### src/rtl/irq_entry_pkg.sv
package irq_entry_pkg;

    typedef enum logic [2:0] {
        S_IDLE  = 3'd0,
        S_PUSH0 = 3'd1,
        S_PUSH1 = 3'd2,
        S_PUSH2 = 3'd3,
        S_JUMP  = 3'd4
    } seq_state_t;

    localparam int MAX_PC_BYTES = 3;

endpackage

### src/rtl/irq_lowest_pick.sv
module irq_lowest_pick #(
    parameter int N     = 64,
    parameter int IDX_W = $clog2(N)
) (
    input  logic [N-1:0]     pend,
    output logic             valid,
    output logic [IDX_W-1:0] idx
);

    always_comb begin
        valid = |pend;
        idx   = '0;
        for (int i = N - 1; i >= 0; i--) begin
            if (pend[i]) idx = IDX_W'(i);
        end
    end

endmodule

### src/rtl/irq_vec_addr.sv
module irq_vec_addr #(
    parameter int VN_W = 7,
    parameter int PC_W = 22
) (
    input  logic [VN_W-1:0] vnum,
    input  logic            long_slot,
    output logic [PC_W-1:0] vpc
);

    always_comb begin
        if (long_slot) vpc = PC_W'({vnum, 1'b0});
        else           vpc = PC_W'(vnum);
    end

endmodule

### src/rtl/irq_entry_seq.sv
module irq_entry_seq
    import irq_entry_pkg::*;
#(
    parameter int NSRC = 64,
    parameter int PC_W = 22,
    parameter int SP_W = 16
) (
    input  logic            clk,
    input  logic            rst_n,
    input  logic            rst_req,
    input  logic [NSRC-1:0] irq_pend,
    input  logic            gie,
    input  logic            skip_pend,
    input  logic [PC_W-1:0] pc_in,
    input  logic [SP_W-1:0] sp_in,
    input  logic [1:0]      cfg_pc_bytes,
    input  logic            cfg_long_vec,
    output logic            busy,
    output logic            mem_we,
    output logic [SP_W-1:0] mem_addr,
    output logic [7:0]      mem_wdata,
    output logic            done,
    output logic [PC_W-1:0] new_pc,
    output logic [SP_W-1:0] sp_out,
    output logic            gie_clr,
    output logic            rst_ack,
    output logic [NSRC-1:0] pend_clr,
    output logic            hw_all_clr
);

    localparam int IDX_W = $clog2(NSRC);
    localparam int VN_W  = $clog2(NSRC + 1);
    localparam int PCX_W = 8 * MAX_PC_BYTES;

    seq_state_t state_q, state_d;

    logic             pick_valid;
    logic [IDX_W-1:0] pick_idx;
    logic             take;

    logic             is_rst_q;
    logic [IDX_W-1:0] idx_q;
    logic [PC_W-1:0]  pc_q;
    logic [SP_W-1:0]  sp_q;
    logic [1:0]       nb_q;
    logic             long_q;

    logic [VN_W-1:0]  vnum;
    logic [PC_W-1:0]  vec_pc;
    logic [PCX_W-1:0] pc_ext;
    logic [NSRC-1:0]  clr_mask;

    irq_lowest_pick #(.N(NSRC), .IDX_W(IDX_W)) u_pick (
        .pend  (irq_pend),
        .valid (pick_valid),
        .idx   (pick_idx)
    );

    assign vnum = is_rst_q ? '0 : VN_W'(idx_q) + VN_W'(1);

    irq_vec_addr #(.VN_W(VN_W), .PC_W(PC_W)) u_vec (
        .vnum      (vnum),
        .long_slot (long_q),
        .vpc       (vec_pc)
    );

    // acceptance: skip outstanding or global enable low blocks everything
    assign take     = gie && !skip_pend && (rst_req || pick_valid);
    assign pc_ext   = PCX_W'(pc_q);
    assign clr_mask = NSRC'(1) << idx_q;

    always_comb begin
        state_d = state_q;
        unique case (state_q)
            S_IDLE:  if (take) state_d = S_PUSH0;
            S_PUSH0: state_d = (nb_q >= 2'd2) ? S_PUSH1 : S_JUMP;
            S_PUSH1: state_d = (nb_q == 2'd3) ? S_PUSH2 : S_JUMP;
            S_PUSH2: state_d = S_JUMP;
            S_JUMP:  state_d = S_IDLE;
            default: state_d = S_IDLE;
        endcase
    end

    always_ff @(posedge clk or negedge rst_n) begin
        if (!rst_n) begin
            state_q  <= S_IDLE;
            is_rst_q <= 1'b0;
            idx_q    <= '0;
            pc_q     <= '0;
            sp_q     <= '0;
            nb_q     <= 2'd1;
            long_q   <= 1'b0;
        end else begin
            state_q <= state_d;
            if (state_q == S_IDLE && take) begin
                is_rst_q <= rst_req;
                idx_q    <= pick_idx;
                pc_q     <= pc_in;
                sp_q     <= sp_in;
                long_q   <= cfg_long_vec;
                nb_q     <= (cfg_pc_bytes == 2'd3) ? 2'd3 :
                            (cfg_pc_bytes == 2'd2) ? 2'd2 : 2'd1;
            end else if (state_q == S_PUSH0 || state_q == S_PUSH1 ||
                         state_q == S_PUSH2) begin
                sp_q <= sp_q - SP_W'(1);
            end
        end
    end

    always_comb begin
        busy       = (state_q != S_IDLE);
        mem_we     = 1'b0;
        mem_addr   = sp_q;
        mem_wdata  = 8'h00;
        done       = 1'b0;
        new_pc     = vec_pc;
        sp_out     = sp_q;
        gie_clr    = 1'b0;
        rst_ack    = 1'b0;
        pend_clr   = '0;
        hw_all_clr = 1'b0;
        unique case (state_q)
            S_IDLE: ;
            S_PUSH0: begin
                mem_we    = 1'b1;
                mem_wdata = pc_ext[7:0];
            end
            S_PUSH1: begin
                mem_we    = 1'b1;
                mem_wdata = pc_ext[15:8];
            end
            S_PUSH2: begin
                mem_we    = 1'b1;
                mem_wdata = pc_ext[23:16];
            end
            S_JUMP: begin
                done    = 1'b1;
                gie_clr = 1'b1;
                rst_ack = is_rst_q;
                if (!is_rst_q) begin
                    pend_clr   = clr_mask;
                    hw_all_clr = ((irq_pend & ~clr_mask) == '0);
                end
            end
            default: ;
        endcase
    end

    p_skip_hold_r1: assert property (@(posedge clk) disable iff (!rst_n)
        (!busy && skip_pend) |=> !busy);

    p_gie_hold_r2: assert property (@(posedge clk) disable iff (!rst_n)
        (!busy && !gie) |=> !busy);

    p_reset_vec_r3: assert property (@(posedge clk) disable iff (!rst_n)
        (done && rst_ack) |-> (new_pc == '0 && pend_clr == '0));

    p_sp_step_r6: assert property (@(posedge clk) disable iff (!rst_n)
        (mem_we && $past(mem_we)) |-> (mem_addr == $past(mem_addr) - SP_W'(1)));

    p_done_pulse_r8: assert property (@(posedge clk) disable iff (!rst_n)
        done |=> (!done && !busy));

    p_done_gie_r8: assert property (@(posedge clk) disable iff (!rst_n)
        done |-> gie_clr);

    p_clr_onehot_r9: assert property (@(posedge clk) disable iff (!rst_n)
        $onehot0(pend_clr));

    p_clr_only_done_r9: assert property (@(posedge clk) disable iff (!rst_n)
        (pend_clr != '0) |-> done);

endmodule

### config.mk
export PLATFORM = sky130hd
export DESIGN_NAME = irq_entry_seq
export DESIGN_NICKNAME = d
export VERILOG_FILES = /design/src/rtl/irq_entry_pkg.sv /design/src/rtl/irq_lowest_pick.sv /design/src/rtl/irq_vec_addr.sv /design/src/rtl/irq_entry_seq.sv
export SDC_FILE = /design/constraint.sdc
export NUM_CORES = 1
export LEC_CHECK = 0
export BUFFER_PORTS_ARGS = -buffer_cell sky130_fd_sc_hd__buf_2
export CAP_MARGIN = 10
export CORE_MARGIN = 2
export CORE_UTILIZATION = 51
export DETAILED_ROUTE_END_ITERATION = 8
export GPL_TIMING_DRIVEN = 1
export PLACE_DENSITY = 0.83
export SYNTH_ARGS = -nofsm -noshare
export SYNTH_HDL_FRONTEND = slang
export SYNTH_SLANG_ARGS = --single-unit
export TNS_END_PERCENT = 30
### constraint.sdc
create_clock -name clk -period 6.95 [get_ports clk]
set_input_delay 1.39 -clock clk [delete_from_list [all_inputs] [get_ports clk]]
set_output_delay 1.39 -clock clk [all_outputs]
set_load 0.02 [all_outputs]
Word-level counts from Yosys, hierarchy flattened. Cells that the tools add are included.

Reduce and logical (&&, ||, !) cells: 13. Bitwise operators: 2. Multipliers: 0. Multiplexer cells: 82. Div/mod/pow operators: 0. Magnitude comparators: 1. Add/sub/neg operators: 2. Eq/ne operators: 8. Shifts and indexed selects: 1.

Operators by type and width (number): $mux W6 (64); $mux W64 (2); $and A64 B64 Y64 (1); $logic_not A64 Y1 (1); $not A64 Y64 (1); $reduce_or A64 Y1 (1); $shl A1 B6 Y64 const A (1); $mux W16 (2); $pmux W8 S3 (1); $sub A16 B1 Y16 const B (1); $pmux W3 S4 (1); $mux W3 (3); $mux W8 (1); $add A6 B1 Y7 const B (1); $mux W7 (1); $eq A2 B2 Y1 const B (3); $eq A3 B2 Y1 const B (2); $mux W1 (5); $mux W2 (2); $eq A3 B1 Y1 const B (1); $eq A3 B3 Y1 const B (1); $logic_and A1 B1 Y1 (3); $logic_not A3 Y1 (1); $logic_or A1 B1 Y1 (3); 6 further kinds (6).

Latch bits: 0. Memory bits (read-only): 0. Bits of input ports: 110. Output and inout port bits: 132. Register bits: 51. Logic and storage cells: 116. Memories: 0. Bits in writable memories: 0.

Longest topological paths before layout. Gate-level depths: netlist of the first run.

Depth in word-level cells: 64. Mapped depth: 10.

By module. Synthesis of the first run repeated with hierarchy kept, for this count alone.

Cell total of the unflattened synthesis: 739. Area total of the unflattened synthesis: 5231.3 µm².

Modules (own cells, without submodules): irq_entry_seq (cells an instance 570, area each 4117.7 µm², times used 1); irq_lowest_pick (cells an instance 145, area each 887.1 µm², times used 1); irq_vec_addr (cells an instance 24, area each 226.5 µm², times used 1).

Least setup slack after synthesis of the first run. No wires, ideal clock.

Kind: in2out. Start: input irq_pend[23]. End: output hw_all_clr. Buffers on the path: 0. Cell stages on the path: 6. Arrival: 2.861 ns. Required time: 5.560 ns. Path slack: 2.699 ns. Path through: mux2_2 -> o32a_1 -> nor4_1 -> nand4_1 -> nor4_1 -> and4_1.

Cells in the longest elaborated chain, start to end: 4.

Ends and longest elaborated chain: from (decl) (line irq_entry_seq.sv:11) `input logic [NSRC-1:0] irq_pend,`; $and A64 B64 Y64 (line irq_entry_seq.sv:142) `hw_all_clr = ((irq_pend & ~clr_mask) == '0);`; $logic_not A64 Y1 (line irq_entry_seq.sv:142); $mux W1 (line irq_entry_seq.sv:140) `if (!is_rst_q) begin`; $mux W1 (line irq_entry_seq.sv:122) `unique case (state_q)`; to (decl) (line irq_entry_seq.sv:28) `output logic hw_all_clr`.

Every way passes these cells.

Worst setup path in the final report of the first run. Same ends and word-level chain as after synthesis.

==> results of run 1 <==
-- metal layers --
layer / GRT usage [%] / up-vias / routed length, um
met5: 0 / - / 0
met4: 8.00 / 0 / 449
met3: 8.68 / 57 / 2250
met2: 49.0 / 459 / 7970
met1: 46.5 / 2817 / 7410
li1: - / 2922 / -
-- per-stage QoR --
step	setup WS, ns	cells	utilization (%)
4_1_cts	2.30	1047	63.3
5_1_grt	2.05	1047	63.3
3_5_place_dp	2.31	1039	62.2
6_report	2.23	1047	63.3
3_3_place_gp	2.37	1039	62.2
2_1_floorplan	2.70	742	-
-- worst min path at each step --
stage	start	to	depth (start not counted)
after CTS	pc_q[20]	pc_q[20]	2
after global placement	pc_q[2]	pc_q[2]	2
after detailed placement	pc_q[16]	pc_q[16]	2
final	pc_q[3]	pc_q[3]	2
after floorplan	pc_q[16]	pc_q[16]	2
after global routing	pc_q[0]	pc_q[0]	2
-- registers in the layout, summed over array words and instances (netlist names) --
| register | cells |
|---|---|
| idx_q | 6 |
| is_rst_q | 1 |
| long_q | 1 |
| mem_addr | 16 |
| nb_q | 2 |
| pc_q | 22 |
| state_q | 3 |
-- tightest hold or removal path: cells and delay by family (launching register included) --
kind / cells / cell delay, ns
flip-flops: 1 / 0.35
AND/OR/NAND/NOR: 2 / 0.10
-- power breakdown --
group          switching, mW  internal, mW
clock                 0.0960         0.109
combinational          0.584         0.314
sequential             0.158         0.426
total                  0.838         0.848
-- area by class of cell --
class	instances	area (um2)	share of cell area, %
Clock buffer	6	72.6	1.19
Clock inverter	2	38.8	0.635
Inverter	25	93.8	1.54
Multi-Input combinational cell	598	3280	53.8
Sequential cell	51	1280	20.9
Tap cell	133	166	2.73
Timing Repair Buffer	232	1170	19.2
-- cell families after synthesis --
kind of cell,synth area share [%]
xor+xnor,1.40
mux,3.73
other cells,0.0751
flops,25.6
buf+inv,9.74
fa+ha+maj,1.75
compound gates,18.6
simple gates,39.2
-- placed cells by master (no fill, tap or decap), types with 6 or more instances in the layout --
cell	count
nor2_1	125
dfrtp_1	50
or3_1	7
a21oi_1	22
o211ai_1	6
nor3_1	46
nor4_1	32
mux2_2	13
o22ai_1	11
inv_1	24
conb_1	14
nor2b_1	11
nand2b_1	8
nand4_1	6
o21ai_0	34
o31ai_1	9
ha_1	7
a22oi_1	10
a31oi_1	9
buf_2	227
nand3_1	21
nand2_1	120
o32ai_1	9
==> metrics.md, run 1 <==
| Metric | Value |
|---|---|
| Synth area leader | dfrtp_1 |
| CP startpoint kind | primary input |
| Vias | 6255 |
| # IOs | 242 |
| TritonCTS clock tree | yes |
| Synth warnings | 0 |
| # DRC | 0 |
| CP Capture Type | primary output |
| Fmax | about 210 MHz |
| Post-CTS Setup Inserts | 0 |
| Routed length per instance | about 17 um |
| Clk Latency, worst-skew pair | around 0.3 ns |
| Post-Syn Instances | 729 |
| Post-synth EDFFs | 0 |
| Layout fillers | around 940 |
| Setup violations, final | 0 |
| CP endpoint | hw_all_clr |
| Post-DP HPWL | around 14000 um |
| Main synth FF type | dfrtp_1 |
| Crit path cell chain | buf_2 > mux2_2 > o32a_1 > nor4_1 > nand4_1 > nor4_1 > and4_1 > buf_2 |
| Fin nets | 1030 |
| Fin area | 0.00611 mm2 |
| Flop2flop setup slack | between 3 and 4 ns |
| H-tree lvl count | 2 |
| Post-CTS resize count | 0 |
| Reg2Reg Depth | 5 |
| LEAKAGE | 2.91 nW |
| Seq/Total Area, Yosys | between 20% and 30% |
| Cell Area, Placed | 0.00599 mm2 |
| Port-buffer cells | ~230 |
| GPL Wtd Cong | 1.04 |
| Final Hold Fails | 0 |
| Max Cap Violations | 0 |
| Initial antenna violation count | 0 |
| Worst hold slack | roughly 0.48 ns |
| Die area | approximately 0.011 mm2 |
| Status | finished clean |
| CP max-delay cell | nor4_1 |
| CTS buffer count | 5 |
| Area contributors post-synth | dfrtp_1, nor2_1, nand2_1 |
| Area of the core | 0.00964 mm2 |
| Final period util | slightly below 70% |
| Slew Limit Headroom | a little under a third |
| CTS clk-pin slew, worst paths | 0.09 ns |
| CTS Hold Bufs | 0 |
| Area grow syn2layout | 22.2% |
| First-pass GRT wire length | around 27000 um |
| Fin Setup TNS | 0 ns |
| Largest net degree at the start of global routing | 52 |
| Power Density | around 280 mW/mm2 |
| Worst Hold Class | flip-flop to flip-flop |
| Synth async-reset ratio | between 90% and 100% |
| Worst reg2reg path startpoint | state_q[1] |
| GRT Util Overall | 32.5% |
| Clock skew | 0.0122 ns |
| Data required, critical path | around 5.6 ns |
| Syn_area_per_cell | a little under 7 um2 |
| Vias in the first global route | approximately 5300 |
| FP Rows | 36 |
| Final Max Slew Viols | 0 |
| Antenna Violating Nets Remaining | 0 |
| Starting Density | between 50 and 60% |
| Drt first-iter violations | between 500 and 600 |
| Worst Path Buf+Inv | 2 |
| CTS root buf | clkbuf_8 |
| Sink Count | 51 |
| DR vias/cell | around 6 |
| Crit-path leading delay family | simple AND/OR/NAND/NOR gates |
| Slowest stage delay, CP | 0.35 ns |
| Die X | between 100 and 150 um |
| Synth Register Bits | between 50 and 60 |
| Most numerous cell in the Yosys netlist | nor2_1 |
| DRT Wirelength | roughly 18000 um |
| Setup CP Type | primary input to primary output |
| Clock tree buffer depth | 2 |
| RR Endpoint | mem_addr[1] |
| Layout cell share with drive strength beyond 1 | 28.9% |
| Yosys top cell area share | 25.1% |
| Pre-Repair DR Iteration Count | 5 |
| Final Critical Period | ~4.7 ns |
| Ant diodes | 0 |
| RSZ-0062 raised after global routing | no |
| CP arrival | around 3.3 ns |
| Synth cell count leaders | nor2_1, nand2_1, dfrtp_1, nor3_1, o21ai_0 |
| Cell Area, Synth | ~0.0050 mm2 |
| Critical Path Start | irq_pend[23] |
| Slew @ Worst Pin | 1.04 ns |
| Max FO, Critical Path | 6 |
| Die height | 103 um |
| Post-synthesis cell type count | 63 |
| Crit path depth | 8 |
| VDD IR max | roughly 210 uV |
| Grt total ovfl | 0 |
| Pwr Total | about 1.7 mW |
Power figures use the tool's default switching activity.
==> run 2, diff against run 1 <==
- CORE_UTILIZATION: 51 -> 48
- PLACE_DENSITY: 0.83 -> 0.79
- clock period: 6.95 -> 4.8 ns (I/O delays scaled with it)
==> metrics.md, run 2 (synthesis results as in run 1) <==
| Metric | Value |
|---|---|
| Routed length on met1 | 7630 um (+3.1%) |
| Gate power share | 54.4% (+1.2 points) |
| Clock tree buffer depth | 2 (unchanged) |
| Worst Hold Class | flip-flop to flip-flop |
| Fin Setup TNS | 0 ns (unchanged) |
| Layout fillers | 1047 (+11%) |
| CP arrival | 3.00 ns (-0.33 ns) |
| Pre-Repair DR Iteration Count | 8 (+3) |
| Sequential group share of total power | 34.7% (about the same) |
| CTS Hold Bufs | 0 (unchanged) |
| Max FO, Critical Path | 8 (+2) |
| Layout cell share with drive strength beyond 1 | 29.1% (+0.26 points) |
| NetSw | 1.22 mW (+45%) |
| RSZ-0062 raised after global routing | no |
| Final period util | approximately 83% |
| Power Density | 392 mW/mm2 (+42%) |
| Status | finished clean |
| Clock skew | 0.0146 ns (+0.00246 ns) |
| Reg2Reg Depth | 5 (unchanged) |
| Fmax | about 250 MHz |
| Antenna Violating Nets Remaining | 0 (unchanged) |
| Final Hold Fails | 0 (unchanged) |
| # IOs | 242 (unchanged) |
| Top reg by flops | pc_q |
| VDD IR max | 264 uV (+27%) |
| Post-CTS Setup Inserts | 0 (unchanged) |
| Most frequent cells in the layout | buf_2, nor2_1, nand2_1, dfrtp_1, nor3_1 |
| Clock power frac | 10.9% (-1.2 points) |
| RR Endpoint | mem_addr[1] |
| Post-CTS resize count | 0 (unchanged) |
| Post-DP HPWL | 14000 um (+1.1%) |
| Vias in the first global route | 5270 (-0.38%) |
| Max Cap Violations | 0 (unchanged) |
| CTS root buf | clkbuf_8 |
| CTS buffer count | 5 (unchanged) |
| Slew @ Worst Pin | 1.03 ns (-0.00361 ns) |
| Die X | 106 um (+3.0%) |
| Sink Count | 51 (unchanged) |
| GPL Wtd Cong | 1.03 (-1.1%) |
| Setup violations, final | 0 (unchanged) |
| DRT Wirelength | 17800 um (-1.6%) |
| LEAKAGE | 2.91 nW (about the same) |
| Most common cell after layout, fill and taps aside | buf_2 |
| Routed length per instance | 16.9 um (-2.1%) |
| Crit path cell chain | inv_1 > ha_1 > or3b_2 > o21a_1 > o32ai_1 > nand3_1 > nor4_1 > and4_1 > buf_2 |
| Flop2flop setup slack | 1.78 ns (-2.10 ns) |
| CP Capture Type | primary output |
| Worst hold slack | 0.483 ns (-0.00169 ns) |
| Hold_sp | pc_q[21] |
| Crit-path leading delay family | simple AND/OR/NAND/NOR gates |
| # DRC | 0 (unchanged) |
| Starting Density | 48.8% (-3.0 points) |
| Worst reg2reg path startpoint | state_q[1] |
| Max reg flops | 22 (unchanged) |
| Met3 WL | 1640 um (-27%) |
| CP startpoint kind | flip-flop |
| Net Sw Frac | 50.8% (+1.1 points) |
| Fin nets | 1032 (+0.19%) |
| TritonCTS clock tree | yes |
| Final Max Slew Viols | 0 (unchanged) |
| Final Critical Period | 3.96 ns |
| DR vias/cell | 5.78 (-3.2%) |
| Internal power | 1.18 mW (+39%) |
| Hold depth | 2 (unchanged) |
| Grt total ovfl | 0 (unchanged) |
| Vias | 6085 (-2.7%) |
| Area grow syn2layout | 22.2% (unchanged) |
| Slew Limit Headroom | 31.2% (+0.24 points) |
| FP Rows | 37 (+2.8%) |
| Port-buffer cells | 227 (unchanged) |
| Slowest stage delay, CP | 0.60 ns (+0.25 ns) |
| Setup CP Type | flip-flop to primary output |
| Worst Hold End | pc_q[21] |
| Ant diodes | 0 (unchanged) |
| Die area | 0.0112 mm2 (+6.0%) |
| CP max-delay cell | or3b_2 |
| Die height | 106 um (+3.0%) |
| Uppermost routed layer | met4 |
| DR WL met2 | 8070 um (+1.3%) |
| H-tree lvl count | 2 (unchanged) |
| First-pass GRT wire length | 27500 um (+0.41%) |
| GRT Util Overall | 30.3% (-2.2 points) |
| Data required, critical path | 3.84 ns (-1.72 ns) |
| CTS clk-pin slew, worst paths | 0.10 ns (about the same) |
| Largest net degree at the start of global routing | 52 (unchanged) |
| Initial antenna violation count | 0 (unchanged) |
| Area of the core | 0.0102 mm2 (+6.1%) |
| Drt first-iter violations | 636 (+7.3%) |
| Worst Path Buf+Inv | 2 (unchanged) |
| Clk Latency, worst-skew pair | 0.31 ns (about the same) |
## run 2: cell types whose count changed in the layout (fill, tap and decap cells not counted)
cell        before  now
bufinv_16        1    0
buf_4            5    7
inv_6            1    0
inv_8            0    1
clkinv_2         0    1
clkbuf_1         1    0
clkinvlp_4       0    1
## run 2: worst max-delay path by stage
stage                       startpoint          to  cells after the start
after floorplan           irq_pend[23]  hw_all_clr                      6
after global placement    irq_pend[23]  hw_all_clr                      8
after detailed placement  irq_pend[55]  hw_all_clr                      8
after CTS                     idx_q[0]  hw_all_clr                      9
after global routing          idx_q[3]  hw_all_clr                      7
final                         idx_q[0]  hw_all_clr                      9
## run 2: per-layer routing
metal / vias up / GRT usage [%]
met5: - / 0
met4: 0 / 9.02
met3: 42 / 5.21
met2: 361 / 46.5
met1: 2752 / 43.7
li1: 2930 / -
## run 2: worst register-to-register path: cells and delay by family, from the launching register on
family	cells	cell delay, ns
compound gates	2	1.26
flops	1	0.56
simple gates	3	1.09
## run 2: cell type report
class / instances / area, um2 / area share (%)
Clock inverter: 3 / 23.8 / 0.389
Sequential cell: 51 / 1280 / 20.9
Tap cell: 136 / 170 / 2.79
Multi-Input combinational cell: 598 / 3280 / 53.8
Timing Repair Buffer: 234 / 1190 / 19.5
Inverter: 25 / 93.8 / 1.54
Clock buffer: 5 / 68.8 / 1.13
## run 2: stage by stage
step / utilization, % / setup WS [ns] / instance area [um2] / cells / power [mW]
after floorplan: - / 1.41 / 5040 / 742 / 1.77
after global placement: 58.8 / 1.04 / 6010 / 1044 / 2.11
after detailed placement: 58.8 / 1.04 / 6010 / 1044 / 2.13
after CTS: 59.7 / 0.880 / 6110 / 1052 / 2.39
after global routing: 59.7 / 0.700 / 6110 / 1052 / 2.58
final: 59.7 / 0.838 / 6110 / 1052 / 2.40
## run 2: power by group through the flow
stage | clock (mW) | sequential, mW | combinational (mW)
6_report | 0.261 | 0.831 | 1.30
4_1_cts | 0.266 | 0.829 | 1.30
3_5_place_dp | 0 | 0.838 | 1.29
2_1_floorplan | 0 | 0.837 | 0.934
3_3_place_gp | 0 | 0.832 | 1.28
5_1_grt | 0.287 | 0.870 | 1.43
